--- src/rtl/sps_pkg.sv ---
// Package: shared state encoding, command bytes and a delay conversion
// helper for the sector protect pulse sequencer.
package sps_pkg;

    typedef enum logic [2:0] {
        ST_IDLE,
        ST_SETTLE,
        ST_SETUP,
        ST_PULSE,
        ST_VWR,
        ST_VRD,
        ST_DONE
    } sps_state_e;

    localparam logic [7:0] CMD_SETUP   = 8'h60;
    localparam logic [7:0] CMD_VERIFY  = 8'h40;
    localparam logic [7:0] STAT_PROT   = 8'h01;
    localparam logic [7:0] STAT_UNPROT = 8'h00;

    // Convert microseconds to clock cycles, never less than one cycle.
    function automatic int unsigned us_to_cyc(longint unsigned hz, longint unsigned us);
        longint unsigned c;
        c = (hz * us) / 64'd1000000;
        return (c == 0) ? 1 : int'(c);
    endfunction

endpackage

--- src/rtl/sps_timer.sv ---
// Down-counting delay timer. A load of length L keeps zero low for the
// next L-1 cycles, so a wait state entered on the load lasts L cycles.
// Assumes len >= 1.
module sps_timer #(
    parameter int W = 16
) (
    input  logic         clk,
    input  logic         rst_n,
    input  logic         load,
    input  logic [W-1:0] len,
    output logic         zero
);
    logic [W-1:0] cnt;

    // Load or count down toward zero.
    always_ff @(posedge clk) begin
        if (!rst_n)            cnt <= '0;
        else if (load)         cnt <= len - 1'b1;
        else if (cnt != '0)    cnt <= cnt - 1'b1;
    end

    assign zero = (cnt == '0);
endmodule

--- src/rtl/sps_attempts.sv ---
// Attempt counter. A clear sets it to 1, a bump adds one. at_limit says
// that the current attempt is the last one allowed by limit.
module sps_attempts #(
    parameter int W = 10
) (
    input  logic         clk,
    input  logic         rst_n,
    input  logic         clear,
    input  logic         bump,
    input  logic [W-1:0] limit,
    output logic         at_limit
);
    logic [W-1:0] count;

    // Track the number of the attempt in progress.
    always_ff @(posedge clk) begin
        if (!rst_n)      count <= W'(1);
        else if (clear)  count <= W'(1);
        else if (bump)   count <= count + 1'b1;
    end

    assign at_limit = (count >= limit);
endmodule

--- src/rtl/sps_fsm.sv ---
// Run controller: sequences settle, setup write, pulse, verify write and
// verify read; walks sectors for protect-all and unprotect verify.
// Assumes NUM_SECT >= 2 and that mem_rdata is valid at the read edge.
module sps_fsm
    import sps_pkg::*;
#(
    parameter int NUM_SECT   = 32,
    parameter int SW         = 5,
    parameter int TW         = 16,
    parameter int SETTLE_CYC = 50,
    parameter int PROT_CYC   = 7500,
    parameter int UNP_CYC    = 7500
) (
    input  logic          clk,
    input  logic          rst_n,
    input  logic          start,
    input  logic          mode_unprot,
    input  logic [SW-1:0] sector,
    input  logic [7:0]    mem_rdata,
    input  logic          tmr_zero,
    input  logic          at_limit,
    output logic          tmr_load,
    output logic [TW-1:0] tmr_len,
    output logic          ctr_clear,
    output logic          ctr_bump,
    output logic          unp_phase,
    output logic          mem_elev,
    output logic          mem_we,
    output logic          mem_rd,
    output logic [SW-1:0] mem_addr,
    output logic [7:0]    mem_wdata,
    output logic          pulse_active,
    output logic          busy,
    output logic          done,
    output logic          fail
);
    sps_state_e    state;
    logic [SW-1:0] sec;
    logic          mode_q;
    logic          unp_q;
    logic          fail_q;
    logic          last_sec;
    logic          prot_ok;
    logic          unp_ok;
    logic          accept;

    assign last_sec = (sec == SW'(NUM_SECT - 1));
    assign prot_ok  = (mem_rdata == STAT_PROT);
    assign unp_ok   = (mem_rdata == STAT_UNPROT);
    assign accept   = (state == ST_IDLE) && start;

    // State, sector walk, phase and failure bookkeeping.
    always_ff @(posedge clk) begin
        if (!rst_n) begin
            state  <= ST_IDLE;
            sec    <= '0;
            mode_q <= 1'b0;
            unp_q  <= 1'b0;
            fail_q <= 1'b0;
        end else begin
            case (state)
                ST_IDLE: if (start) begin
                    state  <= ST_SETTLE;
                    mode_q <= mode_unprot;
                    unp_q  <= 1'b0;
                    fail_q <= 1'b0;
                    sec    <= mode_unprot ? '0 : sector;
                end
                ST_SETTLE: if (tmr_zero) state <= ST_SETUP;
                ST_SETUP:  state <= ST_PULSE;
                ST_PULSE:  if (tmr_zero) state <= ST_VWR;
                ST_VWR:    state <= ST_VRD;
                ST_VRD: begin
                    if (!unp_q) begin
                        if (prot_ok) begin
                            if (!mode_q) begin
                                state <= ST_DONE;
                            end else begin
                                state <= ST_SETUP;
                                if (last_sec) begin
                                    unp_q <= 1'b1;
                                    sec   <= '0;
                                end else begin
                                    sec   <= sec + 1'b1;
                                end
                            end
                        end else if (at_limit) begin
                            fail_q <= 1'b1;
                            state  <= ST_DONE;
                        end else begin
                            state <= ST_SETUP;
                        end
                    end else begin
                        if (unp_ok) begin
                            if (last_sec) begin
                                state <= ST_DONE;
                            end else begin
                                sec   <= sec + 1'b1;
                                state <= ST_VWR;
                            end
                        end else if (at_limit) begin
                            fail_q <= 1'b1;
                            state  <= ST_DONE;
                        end else begin
                            sec   <= '0;
                            state <= ST_SETUP;
                        end
                    end
                end
                ST_DONE:  state <= ST_IDLE;
                default:  state <= ST_IDLE;
            endcase
        end
    end

    // Timer control: settle delay on accept, pulse length on setup write.
    always_comb begin
        tmr_load = accept || (state == ST_SETUP);
        if (state == ST_IDLE) tmr_len = TW'(SETTLE_CYC);
        else if (unp_q)       tmr_len = TW'(UNP_CYC);
        else                  tmr_len = TW'(PROT_CYC);
    end

    // Attempt counter control: restart per sector/phase, bump on retry.
    always_comb begin
        ctr_clear = accept ||
                    ((state == ST_VRD) && !unp_q && prot_ok && mode_q);
        ctr_bump  = (state == ST_VRD) && !at_limit &&
                    (unp_q ? !unp_ok : !prot_ok);
    end

    // Memory port and status outputs decoded from the state register.
    always_comb begin
        mem_we       = (state == ST_SETUP) || (state == ST_VWR);
        mem_rd       = (state == ST_VRD);
        mem_wdata    = (state == ST_SETUP) ? CMD_SETUP : CMD_VERIFY;
        mem_addr     = sec;
        mem_elev     = (state != ST_IDLE) && (state != ST_DONE);
        pulse_active = (state == ST_PULSE);
        busy         = (state != ST_IDLE);
        done         = (state == ST_DONE);
        fail         = (state == ST_DONE) && fail_q;
        unp_phase    = unp_q;
    end
endmodule

--- src/rtl/sect_prot_seq.sv ---
// Top level of the sector protect pulse sequencer. Converts microsecond
// parameters to cycles and ties controller, timer and attempt counter.
// Assumes the flash honours the 60h/40h protocol on the port.
module sect_prot_seq
    import sps_pkg::*;
#(
    parameter longint unsigned CLK_HZ          = 50_000_000,
    parameter int              NUM_SECT        = 32,
    parameter int              SETTLE_US       = 1,
    parameter int              PROT_PULSE_US   = 150,
    parameter int              UNPROT_PULSE_US = 15000,
    parameter int              PROT_MAX        = 25,
    parameter int              UNPROT_MAX      = 1000,
    localparam int             SW              = $clog2(NUM_SECT)
) (
    input  logic          clk,
    input  logic          rst_n,
    input  logic          start,
    input  logic          mode_unprot,
    input  logic [SW-1:0] sector,
    output logic          mem_elev,
    output logic          mem_we,
    output logic          mem_rd,
    output logic [SW-1:0] mem_addr,
    output logic [7:0]    mem_wdata,
    output logic          mem_unprot,
    input  logic [7:0]    mem_rdata,
    output logic          pulse_active,
    output logic          busy,
    output logic          done,
    output logic          fail
);
    localparam int SETTLE_CYC = int'(us_to_cyc(CLK_HZ, longint'(SETTLE_US)));
    localparam int PROT_CYC   = int'(us_to_cyc(CLK_HZ, longint'(PROT_PULSE_US)));
    localparam int UNP_CYC    = int'(us_to_cyc(CLK_HZ, longint'(UNPROT_PULSE_US)));
    localparam int MAX_CYC    = (SETTLE_CYC > PROT_CYC) ?
                                ((SETTLE_CYC > UNP_CYC) ? SETTLE_CYC : UNP_CYC) :
                                ((PROT_CYC > UNP_CYC) ? PROT_CYC : UNP_CYC);
    localparam int TW         = $clog2(MAX_CYC + 1);
    localparam int MAX_TRY    = (PROT_MAX > UNPROT_MAX) ? PROT_MAX : UNPROT_MAX;
    localparam int CW         = $clog2(MAX_TRY + 2);

    logic          tmr_load;
    logic [TW-1:0] tmr_len;
    logic          tmr_zero;
    logic          ctr_clear;
    logic          ctr_bump;
    logic          at_limit;
    logic          unp_phase;
    logic [CW-1:0] limit;

    // Retry ceiling chosen by the active phase.
    assign limit      = unp_phase ? CW'(UNPROT_MAX) : CW'(PROT_MAX);
    assign mem_unprot = unp_phase;

    sps_fsm #(
        .NUM_SECT  (NUM_SECT),
        .SW        (SW),
        .TW        (TW),
        .SETTLE_CYC(SETTLE_CYC),
        .PROT_CYC  (PROT_CYC),
        .UNP_CYC   (UNP_CYC)
    ) u_fsm (
        .clk         (clk),
        .rst_n       (rst_n),
        .start       (start),
        .mode_unprot (mode_unprot),
        .sector      (sector),
        .mem_rdata   (mem_rdata),
        .tmr_zero    (tmr_zero),
        .at_limit    (at_limit),
        .tmr_load    (tmr_load),
        .tmr_len     (tmr_len),
        .ctr_clear   (ctr_clear),
        .ctr_bump    (ctr_bump),
        .unp_phase   (unp_phase),
        .mem_elev    (mem_elev),
        .mem_we      (mem_we),
        .mem_rd      (mem_rd),
        .mem_addr    (mem_addr),
        .mem_wdata   (mem_wdata),
        .pulse_active(pulse_active),
        .busy        (busy),
        .done        (done),
        .fail        (fail)
    );

    sps_timer #(.W(TW)) u_timer (
        .clk  (clk),
        .rst_n(rst_n),
        .load (tmr_load),
        .len  (tmr_len),
        .zero (tmr_zero)
    );

    sps_attempts #(.W(CW)) u_attempts (
        .clk     (clk),
        .rst_n   (rst_n),
        .clear   (ctr_clear),
        .bump    (ctr_bump),
        .limit   (limit),
        .at_limit(at_limit)
    );
endmodule

--- config.mk ---
export PLATFORM = sky130hd
export DESIGN_NAME = sect_prot_seq
export DESIGN_NICKNAME = d
export VERILOG_FILES = /design/src/rtl/sps_pkg.sv /design/src/rtl/sps_timer.sv /design/src/rtl/sps_attempts.sv /design/src/rtl/sps_fsm.sv /design/src/rtl/sect_prot_seq.sv
export SDC_FILE = /design/constraint.sdc
export NUM_CORES = 1
export LEC_CHECK = 0
export ABC_AREA = 0
export BUFFER_PORTS_ARGS = -buffer_cell sky130_fd_sc_hd__buf_2
export CAP_MARGIN = 15
export CORE_MARGIN = 2
export CORE_UTILIZATION = 60
export DETAILED_ROUTE_END_ITERATION = 7
export PLACE_DENSITY = 0.86
export SLEW_MARGIN = 30
export SYNTH_ARGS = -nofsm -noshare
export SYNTH_HDL_FRONTEND = slang
export SYNTH_SLANG_ARGS = --single-unit
--- constraint.sdc ---
create_clock -name clk -period 5.4 [get_ports clk]
set_input_delay 0.81 -clock clk [delete_from_list [all_inputs] [get_ports clk]]
set_output_delay 0.81 -clock clk [all_outputs]
set_load 0.02 [all_outputs]
Word-level counts from Yosys, hierarchy flattened
Cells that the tools add are included.

cells by class
  add/subtract/negate cells = 4
  order comparisons = 1
  eq/ne operators = 18
  multiplexer cells = 38
  bitwise operators = 1
  reductions and logical operators = 28

operators by type and width
  operator                                             number
  two-way mux 20 bit                                   4
  two-way mux 5 bit                                    9
  subtractor 20 x 1 -> 20 bit (second input constant)  2
  two-way mux 3 bit                                    8
  logical NOT 20 bit                                   1
  nonzero test 20 bit                                  1
  one-hot mux 3 bit (6 select lines)                   1
  adder 10 x 1 -> 10 bit (second input constant)       1
  >= comparator 10 bit                                 1
  two-way mux 1 bit                                    10
  two-way mux 10 bit                                   1
  one-hot mux 5 bit (2 select lines)                   1
  == test 3 bit (second input constant)                3
  == test 8 x 1 -> 1 bit (second input constant)       1
  logical AND 1 bit                                    8
  logical NOT 8 bit                                    1
  != test 4 bit (second input constant)                2
  == test 3 x 2 -> 1 bit (second input constant)       2
  two-way mux 6 bit                                    1
  != test 3 x 1 -> 1 bit (second input constant)       2
  != test 3 bit (second input constant)                2
  AND reduction 6 bit                                  1
  adder 5 x 1 -> 5 bit (second input constant)         1
  == test 5 bit (second input constant)                1
  16 further kinds                                     25

storage, ports and cells
  bits in registers = 41
  logic and storage cells = 97

Logic depth before layout (Yosys ltp)
  word-level depth = 6
  depth in mapped cells = 10

Cells and area by module
Synthesis repeated with hierarchy kept, for this count alone.

unflattened totals
  cells, all modules = 364
  area total of the unflattened synthesis = 3160.5 um^2

modules (own cells, without submodules)
  module         instances  cells an instance  area each (um^2)
  sps_timer      1          153                1412.6
  sps_fsm        1          130                1051.0
  sps_attempts   1          78                 685.7
  sect_prot_seq  1          3                  11.3

Least setup slack after synthesis
OpenSTA, ideal clock, no wires.

  path kind = flip-flop to output port
  start = register u_fsm.state[2]
  end = output port fail
  arrival = 1.745 ns
  data required time = 4.590 ns
  path slack = 2.845 ns
  stages on the path, launching flop included = 5
  cell sequence = dfxtp_1 > buf_2 > buf_1 > nor3b_1 > and2_1

on the way
  longest elaborated chain between the ends = 2

RTL lines
  what                      RTL line             text
  start: declaration        sps_fsm.sv:37        sps_state_e state;
  start signal: assignment  sps_fsm.sv:55        state <= ST_IDLE;
  start signal: assignment  sps_fsm.sv:63        state <= ST_SETTLE;
  start signal: assignment  sps_fsm.sv:69        ST_SETTLE: if (tmr_zero) state <= ST_SETUP;
  == test 3 bit             -
  via done                  sect_prot_seq.sv:30  output logic done,
  logical AND 1 bit         sps_fsm.sv:142       fail = (state == ST_DONE) && fail_q;
  end: declaration          sect_prot_seq.sv:31  output logic fail

The timed path passes the listed nets, and every way through them passes these cells.

Final worst setup path
  start = register u_fsm.unp_q, in the netlist u_fsm.unp_phase
  end = register u_attempts.count[6]

on the way
  longest elaborated chain between the ends = 6
  elaborated cells between the ends (all ways) = 12

RTL lines
  what                                                                          RTL line            text
  start: declaration                                                            sps_fsm.sv:40       logic unp_q;
  start signal: assignment                                                      sps_fsm.sv:58       unp_q <= 1'b0;
  start signal: assignment                                                      sps_fsm.sv:65       unp_q <= 1'b0;
  start signal: assignment                                                      sps_fsm.sv:81       unp_q <= 1'b1;
  parallel branches: the longest is 6 deep, another holds >= comparator 10 bit  -
  end signal: assignment                                                        sps_attempts.sv:19  else if (bump) count <= count + 1'b1;
  end: declaration                                                              sps_attempts.sv:13  logic [W-1:0] count;

Several ways; the timed one is not identified.
A chain may end at the register's enable or synchronous reset.

==> run summary <==
Outcome -> finished clean
FP Rows -> 24
Placer Congestion -> 0.9404
Critical Path End Type -> register
DP Cell Count -> 409
Dpl ws -> 2.316 ns
Routed vias/inst -> 6.528
CTS buffer count -> 5
First-pass GRT wire length -> 11070 um
Skew final -> 0.009906 ns
Worst R2R Setup Slack -> 2.31 ns
Largest net degree at the start of global routing -> 22
Dominant cells by area after synthesis -> dfxtp_1 30%, a21oi_1 6.2%, ha_1 5.0%
Rel. slew slack -> 0.5251
F_max -> 323.4 MHz
Leak pwr -> 1.170 nW
Final WL -> 6668 um
Number of flops mapped to enable cells by yosys -> 0
Fill count -> 369
Setup ws final -> 2.307 ns
Cell variety after synth -> 65
Vias -> 2722
Max Fanout on Critical Path -> 18
Max-cap violations -> 0
# clock sinks -> 41
Multiplexer share of the synthesized area -> 0.01816
Hold Path Class -> reg2reg
All-Layer GR Usage -> 0.2671
Yosys warns -> 0
Core footprint -> 0.004384 mm2
Initial Util -> 0.6287
RSZ-0062 raised after global routing -> false
Detailed placement HPWL -> 4700 um
Synth Area in Compound Gates -> 0.2415
Simple-gate share of the synthesized area -> 0.2960
Area share of the largest cell type after synthesis -> 0.2978
Post-CTS Setup Bufs -> 0
DIE AREA -> 0.005152 mm2
Avg Synthesized Cell Area -> 8.060 um2
Maximum VDD drop -> 0.1657 mV
Sequential fraction of the synthesis area -> 0.2978
Die Y -> 71.78 um
Tcrit/Tclk final -> 0.5727
PwrDens -> 469.0 mW/mm2
Min-delay src -> u_fsm.mem_addr[4]$_SDFFE_PN0P_
Area added between synthesis and finish -> 8.171%
Worst-path clk slew -> 0.08 ns
FF+latch area -> 820.8 um2
CP startpoint -> u_fsm.unp_phase$_SDFFE_PN0P_
Root Buffer -> clkbuf_8
Largest family of logic cells by synthesized area -> simple AND/OR/NAND/NOR gates
Multi-input logic area -> 0.001792 mm2
Clk buf depth -> 2
DRC -> 0
Final nets -> 392
Overall die width -> 71.78 um
Post-synthesis register bit count -> 41
Vias in the first global route -> 2468
Antenna cell count -> 0
Slew Viols, Final -> 0
Synth Instances -> 342
H-tree levels -> 2
Worst-margin pin slew -> 0.7124 ns
Share of layout cells above drive strength 1 -> 0.1726
Total gr overflow -> 0
Detail Route Antenna Nets -> 0
I/O Buffers -> 30
Dominant cell type by area after synthesis -> dfxtp_1
CTS Hold Buffers Added -> 0
Mapped Area -> 0.002756 mm2
Final Non-Filler Cells -> 417
Final hold vios -> 0
TNS Setup -> 0 ns
Starting DRT DRC Count -> 356
Post-synth top flop -> dfxtp_1
Post-Synth XOR/XNOR Area -> 0.03495
Post-CTS Resized -> 0
1st-pass router iterations -> 5
Initial antenna violation count -> 0
CP required -> 5.63 ns
Clock Latency Late Sink -> 0.30 ns
Final min period -> 3.093 ns
CTS tree -> yes
Critical Path Source Type -> register
Boundary Pins -> 38
Arr. time, crit path -> 3.33 ns
Routed wire per std cell -> 15.99 um
Synth Area in Adders -> 0.04993
Kind of critical path -> reg2reg
Worst reg2reg startpoint -> u_fsm.unp_phase$_SDFFE_PN0P_
Post-synth ARST share -> 0
# setup viols final -> 0
==> registers in the layout (all words and copies together), names as in the netlist <==
| name | count |
|---|---|
| u_fsm.state | 3 |
| u_attempts.count | 10 |
| u_fsm.fail_q | 1 |
| u_timer.cnt | 20 |
| u_fsm.unp_phase | 1 |
| u_fsm.mode_q | 1 |
| u_fsm.mem_addr | 5 |
==> worst max-delay path, stage by stage (launching register included) <==
cell and delay, ns:
dfxtp_1 0.61, inv_1 0.30, ha_1 0.36, or3b_1 0.35, a21oi_1 0.22, o2111ai_2 0.43, or4_1 0.61, a21oi_1 0.14
==> cell families after synthesis <==
logic type               count (synthesis)
other                                    2
XOR/XNOR                                11
flip-flops                              41
buffers and inverters                   30
AND/OR/NAND/NOR                        143
AO/OA/AOI/OAI                           99
adder cells (fa/ha/maj)                 11
multiplexers                             5
==> per-layer routing <==
| metal | part of all wire | global-route usage |
|---|---|---|
| met5 | 0 | 0 |
| met4 | 0.024 | 0.1132 |
| met3 | 0.067 | 0.05345 |
| met2 | 0.47 | 0.4280 |
| met1 | 0.43 | 0.3502 |
==> Yosys cell counts (all sizes together), types with 7 or more instances <==
master  instances
or4             7
a21oi          37
nand2          28
o211ai          7
a211oi         10
xnor2           7
buf            15
ha             11
dfxtp          41
nor3           12
nor2           32
o21ai          16
nand3          13
nor4            9
inv            10
==> final timing paths <==
kind,depth (start not counted),end
worst min register to register,2,u_fsm.mem_addr[4]$_SDFFE_PN0P_
worst max-delay path,7,u_attempts.count[6]$_SDFFE_PP0P_
worst max register to register,7,u_attempts.count[6]$_SDFFE_PP0P_
worst min-delay path,2,u_fsm.mem_addr[4]$_SDFFE_PN0P_
==> cell type report <==
class	instances	area share
sequential	41	0.2753
clock inverter	1	0.01007
timing repair buffer	30	0.05036
inverter	10	0.01259
multi-input combinational	276	0.6009
tap	52	0.02182
clock buffer	7	0.02896
==> power breakdown <==
| group | total, W | internal (W) | switching (W) |
|---|---|---|---|
| combinational | 0.000680 | 0.000252 | 0.000428 |
| clock | 0.000262 | 0.000151 | 0.000111 |
| sequential | 0.000457 | 0.000372 | 0.0000853 |
| total | 0.00140 | 0.000774 | 0.000624 |
==> placed cells by master (no fill, tap or decap), types with 6 or more instances in the layout <==
master,instances
dfxtp_1,41
a21oi_1,34
buf_2,30
nand2_1,27
nor2_1,25
nand3_1,13
o21ai_0,12
nor3_1,12
ha_1,11
a211oi_1,10
inv_1,8
xnor2_1,7
nor2_2,7
nor4_1,7
o211ai_1,7
or4_1,7
conb_1,7
or3_1,6
a21o_1,6
clkbuf_8,6
==> through the flow <==
| step | util | total power [W] | hold slack (ns) | cell area [um2] |
|---|---|---|---|---|
| after CTS | 0.6801 | 0.001380 | 0.4757 | 2982 |
| after detailed placement | 0.6535 | 0.001111 | 0.4556 | 2865 |
| after global placement | 0.6535 | 0.001097 | 0.4418 | 2865 |
| after floorplan | - | 0.0009953 | 0.4285 | 2775 |
| after global routing | 0.6801 | 0.001488 | 0.5136 | 2982 |
| final | 0.6801 | 0.001398 | 0.4851 | 2982 |
Note: power is estimated with default switching activity, not from simulation.
